**src/rtl/semPkg.sv**
```systemverilog
package semPkg;
  typedef enum logic [1:0] {
    OWN_NONE  = 2'd0,
    OWN_LEFT  = 2'd1,
    OWN_RIGHT = 2'd2
  } ownerE;

  typedef struct packed {
    logic reqL;
    logic relL;
    logic reqR;
    logic relR;
  } semStrobeT;
endpackage

```
**src/rtl/semCtrl.sv**
```systemverilog
module semCtrl
  import semPkg::*;
#(
  parameter int NUM_SEM = 8,
  parameter int DATA_W  = 16,
  localparam int IDX_W  = $clog2(NUM_SEM)
) (
  input  logic              lSemEn,
  input  logic              lWrEn,
  input  logic [IDX_W-1:0]  lIdx,
  input  logic [DATA_W-1:0] lWrData,
  input  logic              rSemEn,
  input  logic              rWrEn,
  input  logic [IDX_W-1:0]  rIdx,
  input  logic [DATA_W-1:0] rWrData,
  output semStrobeT         strobes [NUM_SEM],
  output logic              lRdEn,
  output logic              rRdEn
);
  logic lWrite, rWrite;

  assign lWrite = lSemEn & lWrEn;
  assign rWrite = rSemEn & rWrEn;
  assign lRdEn  = lSemEn & ~lWrEn;
  assign rRdEn  = rSemEn & ~rWrEn;

  for (genvar k = 0; k < NUM_SEM; k++) begin : gDec
    logic lHit, rHit;
    assign lHit = lWrite & (lIdx == IDX_W'(k));
    assign rHit = rWrite & (rIdx == IDX_W'(k));
    always_comb begin
      strobes[k].reqL = lHit & ~lWrData[0];
      strobes[k].relL = lHit &  lWrData[0];
      strobes[k].reqR = rHit & ~rWrData[0];
      strobes[k].relR = rHit &  rWrData[0];
    end
  end
endmodule

```
**src/rtl/semCell.sv**
```systemverilog
module semCell
  import semPkg::*;
(
  input  logic      clk,
  input  logic      rstN,
  input  semStrobeT strobe,
  output logic      ownL,
  output logic      ownR,
  output logic      pendL,
  output logic      pendR
);
  ownerE owner, ownerNxt;
  logic  pendLQ, pendRQ;
  logic  wantL, wantR;
  logic  pendLNxt, pendRNxt;

  always_comb begin
    wantL = (owner == OWN_LEFT) | pendLQ;
    wantR = (owner == OWN_RIGHT) | pendRQ;
    if (strobe.relL) wantL = 1'b0;
    if (strobe.reqL) wantL = 1'b1;
    if (strobe.relR) wantR = 1'b0;
    if (strobe.reqR) wantR = 1'b1;

    if (owner == OWN_LEFT && wantL)       ownerNxt = OWN_LEFT;
    else if (owner == OWN_RIGHT && wantR) ownerNxt = OWN_RIGHT;
    else if (wantL)                       ownerNxt = OWN_LEFT;
    else if (wantR)                       ownerNxt = OWN_RIGHT;
    else                                  ownerNxt = OWN_NONE;

    pendLNxt = wantL & (ownerNxt != OWN_LEFT);
    pendRNxt = wantR & (ownerNxt != OWN_RIGHT);
  end

  always_ff @(posedge clk) begin
    if (!rstN) begin
      owner  <= OWN_NONE;
      pendLQ <= 1'b0;
      pendRQ <= 1'b0;
    end else begin
      owner  <= ownerNxt;
      pendLQ <= pendLNxt;
      pendRQ <= pendRNxt;
    end
  end

  assign ownL  = (owner == OWN_LEFT);
  assign ownR  = (owner == OWN_RIGHT);
  assign pendL = pendLQ;
  assign pendR = pendRQ;
endmodule

```
**src/rtl/semBank.sv**
```systemverilog
module semBank
  import semPkg::*;
#(
  parameter int NUM_SEM = 8,
  parameter int DATA_W  = 16,
  localparam int IDX_W  = $clog2(NUM_SEM)
) (
  input  logic              clk,
  input  logic              rstN,
  input  semStrobeT         strobes [NUM_SEM],
  input  logic              lRdEn,
  input  logic [IDX_W-1:0]  lIdx,
  input  logic              rRdEn,
  input  logic [IDX_W-1:0]  rIdx,
  output logic [DATA_W-1:0] lRdData,
  output logic [DATA_W-1:0] rRdData,
  output logic [NUM_SEM-1:0] ownLVec,
  output logic [NUM_SEM-1:0] ownRVec,
  output logic [NUM_SEM-1:0] pendLVec,
  output logic [NUM_SEM-1:0] pendRVec
);
  for (genvar k = 0; k < NUM_SEM; k++) begin : gCell
    semCell uCell (
      .clk   (clk),
      .rstN  (rstN),
      .strobe(strobes[k]),
      .ownL  (ownLVec[k]),
      .ownR  (ownRVec[k]),
      .pendL (pendLVec[k]),
      .pendR (pendRVec[k])
    );
  end

  assign lRdData = lRdEn ? {DATA_W{~ownLVec[lIdx]}} : '0;
  assign rRdData = rRdEn ? {DATA_W{~ownRVec[rIdx]}} : '0;
endmodule

```
**src/rtl/dualPortSemaphore.sv**
```systemverilog
module dualPortSemaphore
  import semPkg::*;
#(
  parameter int NUM_SEM = 8,
  parameter int DATA_W  = 16,
  localparam int IDX_W  = $clog2(NUM_SEM)
) (
  input  logic              clk,
  input  logic              rstN,
  input  logic              lSemEn,
  input  logic              lWrEn,
  input  logic [IDX_W-1:0]  lIdx,
  input  logic [DATA_W-1:0] lWrData,
  output logic [DATA_W-1:0] lRdData,
  input  logic              rSemEn,
  input  logic              rWrEn,
  input  logic [IDX_W-1:0]  rIdx,
  input  logic [DATA_W-1:0] rWrData,
  output logic [DATA_W-1:0] rRdData
);
  semStrobeT          strobes [NUM_SEM];
  logic               lRdEn, rRdEn;
  logic [NUM_SEM-1:0] ownLVec, ownRVec, pendLVec, pendRVec;

  semCtrl #(.NUM_SEM(NUM_SEM), .DATA_W(DATA_W)) uCtrl (
    .lSemEn (lSemEn),
    .lWrEn  (lWrEn),
    .lIdx   (lIdx),
    .lWrData(lWrData),
    .rSemEn (rSemEn),
    .rWrEn  (rWrEn),
    .rIdx   (rIdx),
    .rWrData(rWrData),
    .strobes(strobes),
    .lRdEn  (lRdEn),
    .rRdEn  (rRdEn)
  );

  semBank #(.NUM_SEM(NUM_SEM), .DATA_W(DATA_W)) uBank (
    .clk     (clk),
    .rstN    (rstN),
    .strobes (strobes),
    .lRdEn   (lRdEn),
    .lIdx    (lIdx),
    .rRdEn   (rRdEn),
    .rIdx    (rIdx),
    .lRdData (lRdData),
    .rRdData (rRdData),
    .ownLVec (ownLVec),
    .ownRVec (ownRVec),
    .pendLVec(pendLVec),
    .pendRVec(pendRVec)
  );
endmodule

```
**config.mk**
```make
export PLATFORM = sky130hd
export DESIGN_NAME = dualPortSemaphore
export DESIGN_NICKNAME = d
export VERILOG_FILES = /design/src/rtl/semPkg.sv /design/src/rtl/semCtrl.sv /design/src/rtl/semCell.sv /design/src/rtl/semBank.sv /design/src/rtl/dualPortSemaphore.sv
export SDC_FILE = /design/constraint.sdc
export NUM_CORES = 1
export LEC_CHECK = 0
export BUFFER_PORTS_ARGS = -buffer_cell sky130_fd_sc_hd__buf_2
export CAP_MARGIN = 20
export CORE_MARGIN = 5
export CORE_UTILIZATION = 52
export CTS_CLUSTER_DIAMETER = 200
export DETAILED_ROUTE_END_ITERATION = 10
export GPL_TIMING_DRIVEN = 0
export HOLD_SLACK_MARGIN = 0.06
export PLACE_DENSITY_LB_ADDON = 0.05
export SLEW_MARGIN = 20
export SYNTH_ARGS = -nofsm -noshare
export SYNTH_HDL_FRONTEND = slang
export SYNTH_SLANG_ARGS = --single-unit
```
**constraint.sdc**
```tcl
create_clock -name clk -period 5.25 [get_ports clk]
set_clock_uncertainty 0.15 [all_clocks]
set_input_delay 0.525 -clock clk [delete_from_list [all_inputs] [get_ports clk]]
set_output_delay 0.525 -clock clk [all_outputs]
set_load 0.05 [all_outputs]
```
Word-level counts from Yosys, hierarchy flattened:

Index checks and enable logic that the tools add are counted.

* register bits after elaboration: 32
* input bits: 44

* order comparisons: 2
* equal/unequal tests: 46
* multiplexer cells: 70
* bitwise gates (word level): 90
* reductions and logical operators: 18

Operator list (number)
* 1-bit AND: 68
* 2-bit 2-to-1 mux: 32
* 1-bit 2-to-1 mux: 34
* 16-bit 2-to-1 mux: 2
* 3-bit == test, second input constant: 8
* 2-bit by 1-bit == test with 1-bit output, second input constant: 8
* 2-bit == test, second input constant: 8
* 1-bit logical AND: 16
* 2-bit by 1-bit inequality test with 1-bit output, second input constant: 8
* 2-bit inequality test, second input constant: 8
* 1-bit bitwise OR: 16
* 3-bit by 2-bit == test with 1-bit output, second input constant: 4
* 3-bit by 4-bit less-than comparator with 1-bit output, second input constant: 2
* 1-bit binary-select mux with 3-bit select: 2
* 3-bit by 1-bit == test with 1-bit output, second input constant: 2
* 3-bit logical NOT: 2
* 1-bit inverter: 6

Depth between registers and ports, before layout:

* depth in word-level cells: 11
* depth in mapped cells: 5
* mapped depth without buffers: 4

Modules after synthesis:

Synthesis repeated with hierarchy kept, for this count alone.

* cells, all modules: 260
* area total of the unflattened synthesis: 2213.4 um^2

By module, submodules not included
* semCell: times used 8, cells an instance 21, area each 197.7 um^2, sequential area each 80.1 um^2
* semBank: times used 1, cells an instance 44, area each 372.9 um^2, sequential area each 0.0 um^2
* semCtrl: times used 1, cells an instance 48, area each 259.0 um^2, sequential area each 0.0 um^2

Worst setup path before layout:

OpenSTA, ideal clock, no wires.

* path kind: in2out
* start: input rIdx[1]
* end: output rRdData[10]
* data arrival time: 3.385 ns
* data required time: 4.575 ns
* slack: 1.190 ns
* stages on the path: 4
* path buffers: 2
* path through: buf_4 -> mux4_2 -> a2111oi_2 -> buf_4

* word-level cells in the longest chain between the ends: 4

RTL lines
* start: declaration: line dualPortSemaphore.sv:17 `input logic [IDX_W-1:0] rIdx,`
* 1-bit binary-select mux with 3-bit select: line semBank.sv:35 `assign rRdData = rRdEn ? {DATA_W{~ownRVec[rIdx]}} : '0;`
* 1-bit 2-to-1 mux (not written as such): line semBank.sv:35
* 1-bit inverter: line semBank.sv:35
* 16-bit 2-to-1 mux: line semBank.sv:35
* end: declaration: line dualPortSemaphore.sv:19 `output logic [DATA_W-1:0] rRdData`

Every way passes these cells. The select of a mux whose other input is x is not followed.

Final worst setup path:

* start: register uBank.gCell[6].uCell.owner[1]
* end: output lRdData[6]

* word-level cells in the longest chain between the ends: 5

RTL lines
* start: declaration: line semCell.sv:12 `ownerE owner, ownerNxt;`
* start signal: assignment: line semCell.sv:41 `owner <= ownerNxt;`
* 2-bit by 1-bit == test with 1-bit output: line semCell.sv:47 `assign ownL = (owner == OWN_LEFT);`
* 1-bit binary-select mux with 3-bit select: line semBank.sv:34 `assign lRdData = lRdEn ? {DATA_W{~ownLVec[lIdx]}} : '0;`
* 1-bit 2-to-1 mux (not written as such): line semBank.sv:34
* 1-bit inverter: line semBank.sv:34
* 16-bit 2-to-1 mux: line semBank.sv:34
* end: declaration: line dualPortSemaphore.sv:14 `output logic [DATA_W-1:0] lRdData,`

Every way passes these cells. The select of a mux whose other input is x is not followed.

==> flow_metrics.env <==
export IMPL_grt_pass1_wl_um=7020
export IMPL_clock_latency_ps=340
export IMPL_grt_total_usage_pct=18.1
export IMPL_crit_required_ps=4580
export IMPL_yosysTopAreaCell="dfxtp_1"
export IMPL_viasPerCell=5.35
export IMPL_hold_viol_final=0
export IMPL_crit_path_end_kind="output port"
export IMPL_crit_arrival_ps=2630
export IMPL_cts_made_buffers=5
export IMPL_placed_area_um2=2160
export IMPL_nFillCells=312
export IMPL_io_buffer_count=41
export IMPL_grt_pass1_vias=1504
export IMPL_worst_path_max_fanout=16
export IMPL_final_area_um2=2220
export IMPL_initial_utilization_pct=54.9
export IMPL_yosys_warnings=0
export IMPL_cts_hold_buf=0
export IMPL_whs_ps=335
export IMPL_place_gp_congestion=0.824
export IMPL_syn_num_nets=260
export IMPL_slew_limit_headroom_pct=47.7
export IMPL_fp_dieW_um=70.1
export IMPL_n_antenna_cell=0
export IMPL_timing_setup_tns_ps=0
export IMPL_switchingPower_uw=202
export IMPL_yosys_top_cells_count="32 x dfxtp_1, 31 x buf_4, 17 x nor2b_1"
export IMPL_antenna_found_initial=0
export IMPL_rows=21
export IMPL_place_ws_ps=2040
export IMPL_ioPinCount=76
export IMPL_syn_inst=216
export IMPL_netlist_area_um2=1880
export IMPL_p_int_uw=374
export IMPL_clock_fmax_ghz=0.303
export IMPL_ctsRootBufferMaster="clkbuf_4"
export IMPL_avgSynthCellArea_um2=8.68
export IMPL_worstSetupPathType="flip-flop to output port"
export IMPL_cts_htree_levels=2
export IMPL_irDropWorstVdd_v=0.000203
export IMPL_drcViolationCount=0
export IMPL_die_y_um=70.1
export IMPL_routed_wl_um=4380
export IMPL_min_path_type="flip-flop to flip-flop"
export IMPL_synth_seq_cells=32
export IMPL_fin_nets=308
export IMPL_status="finished, final reports clean"
export IMPL_startpoint_type="flip-flop"
export IMPL_vias=1665
export IMPL_cts_tree="built"
export IMPL_synthArstFlopShare_pct=0
export IMPL_cap_viol_max_count=0
export IMPL_combinationalPowerShare_pct=29.8
export IMPL_cts_setup_buffers=0
export IMPL_dp_cells=303
export IMPL_rsz0062_at_grt="false"
export IMPL_clk_pin_slew_ps=100
export IMPL_p_clk_share_pct=26.1
export IMPL_tightest_slew_ps=784
export IMPL_avgRoutedWirePerCell_um=14.1
export IMPL_p_leak_uw=0.00104
export IMPL_grt_max_degree=17
export IMPL_ys_flop_type="dfxtp_1"
export IMPL_final_max_slew_viol_count=0
export IMPL_power_share_sequential_pct=44.1
export IMPL_yosysMostFrequentCell="dfxtp_1"
export IMPL_drive_above_1_share_pct=34.7
export IMPL_cts_buffer_depth=2
export IMPL_overflow=0
export IMPL_synth_cell_types=41
export IMPL_dieArea_um2=4910
export IMPL_drt_pass1_iter_count=4
export IMPL_finalCritPeriodShare_pct=62.9
export IMPL_synth_top_area_share_pct=34.2
export IMPL_netlist_top_cells_area="dfxtp_1 34%, buf_4 12%, nor2b_1 5.7%"
export IMPL_final_antenna_net_count=0
export IMPL_power_density_nw_per_um2=259
export IMPL_min_period_ps=3300
export IMPL_ctsResizeCount=0
export IMPL_core_area_um2=3420
export IMPL_ys_seq_area_share_pct=34.2
export IMPL_drt_iter0_drc=105
export IMPL_final_cells=311
export IMPL_switching_share_pct=35.1
export IMPL_setup_viol=0
export IMPL_synth_edf_count=0
export IMPL_layout_setup_ws_ps=1950
export IMPL_syn_to_final_growth_pct=18.5
export IMPL_clock_sinks=32
export IMPL_dp_hpwl_um=3260
sequential cells by signal, summed over array words and instances, names as in the netlist:
name / count
uBank.gCell.uCell.owner: 16
uBank.gCell.uCell.pendL: 8
uBank.gCell.uCell.pendR: 8
per-layer routing:
metal,share of wire (%),wire length (µm),track usage (%)
met5,0,0,0
met1,46,2020,23.2
met2,45,1960,28.2
met4,1.3,55,6.17
met3,7.8,342,6.17
logic make-up after synthesis:
kind of cell	count (synthesis)	share of synthesized area, %
AO/OA/AOI/OAI	38	16.1
flip-flops	32	34.2
buffers and inverters	49	16.3
multiplexers	5	4.67
AND/OR/NAND/NOR	92	28.8
path summary, 6_finish.rpt:
kind,from,endpoint,slack [ps],cells after the start
max,uBank.gCell[6].uCell.owner[1],lRdData[6],1950,5
min,uBank.gCell[0].uCell.pendR,uBank.gCell[0].uCell.pendR,340,2
max reg2reg,uBank.gCell[7].uCell.owner[1],uBank.gCell[7].uCell.pendR,3780,3
min reg2reg,uBank.gCell[0].uCell.pendR,uBank.gCell[0].uCell.pendR,340,2
layout make-up:
class | instances | area [µm²] | area share, %
clock buffer | 8 | 58.8 | 2.65
inverter | 10 | 37.5 | 1.69
buffer | 39 | 268 | 12.0
timing repair buffer | 41 | 205 | 9.23
multi-input combinational | 135 | 955 | 43.0
sequential | 32 | 641 | 28.8
tap | 46 | 57.6 | 2.59
worst max-delay path: stages (launching register included):
cell and delay, ps:
dfxtp_1 330, and2b_1 200, mux4_2 510, a2111oi_4 780
buf_4 220, buf_2 250
power by group through the flow:
| stage | Combinational, µW | Clock, µW | Sequential (µW) |
|---|---|---|---|
| after floorplan | 135 | 0 | 258 |
| after global placement | 168 | 0 | 259 |
| after detailed placement | 171 | 0 | 259 |
| after CTS | 172 | 151 | 254 |
| after global routing | 183 | 163 | 255 |
| final | 171 | 150 | 254 |
placed cells by master (no fill, tap or decap), drive strengths merged, types with 5 or more instances in the layout:
| cell | n |
|---|---|
| buf | 76 |
| dfxtp | 32 |
| nor2b | 17 |
| nand3 | 15 |
| nand2 | 13 |
| clkbuf | 12 |
| inv | 10 |
| nor2 | 9 |
| and3 | 8 |
| nand2b | 7 |
| nor3b | 7 |
| o22ai | 5 |
| o31ai | 5 |
| a211o | 5 |
| a21oi | 5 |
through the flow:
stage	utilization [%]	total power [µW]
5_1_grt	65.1	601
3_5_place_dp	63.3	431
2_1_floorplan	-	394
6_report	65.1	576
4_1_cts	65.1	576
3_3_place_gp	62.6	427
(Power assumes the default switching activity.)
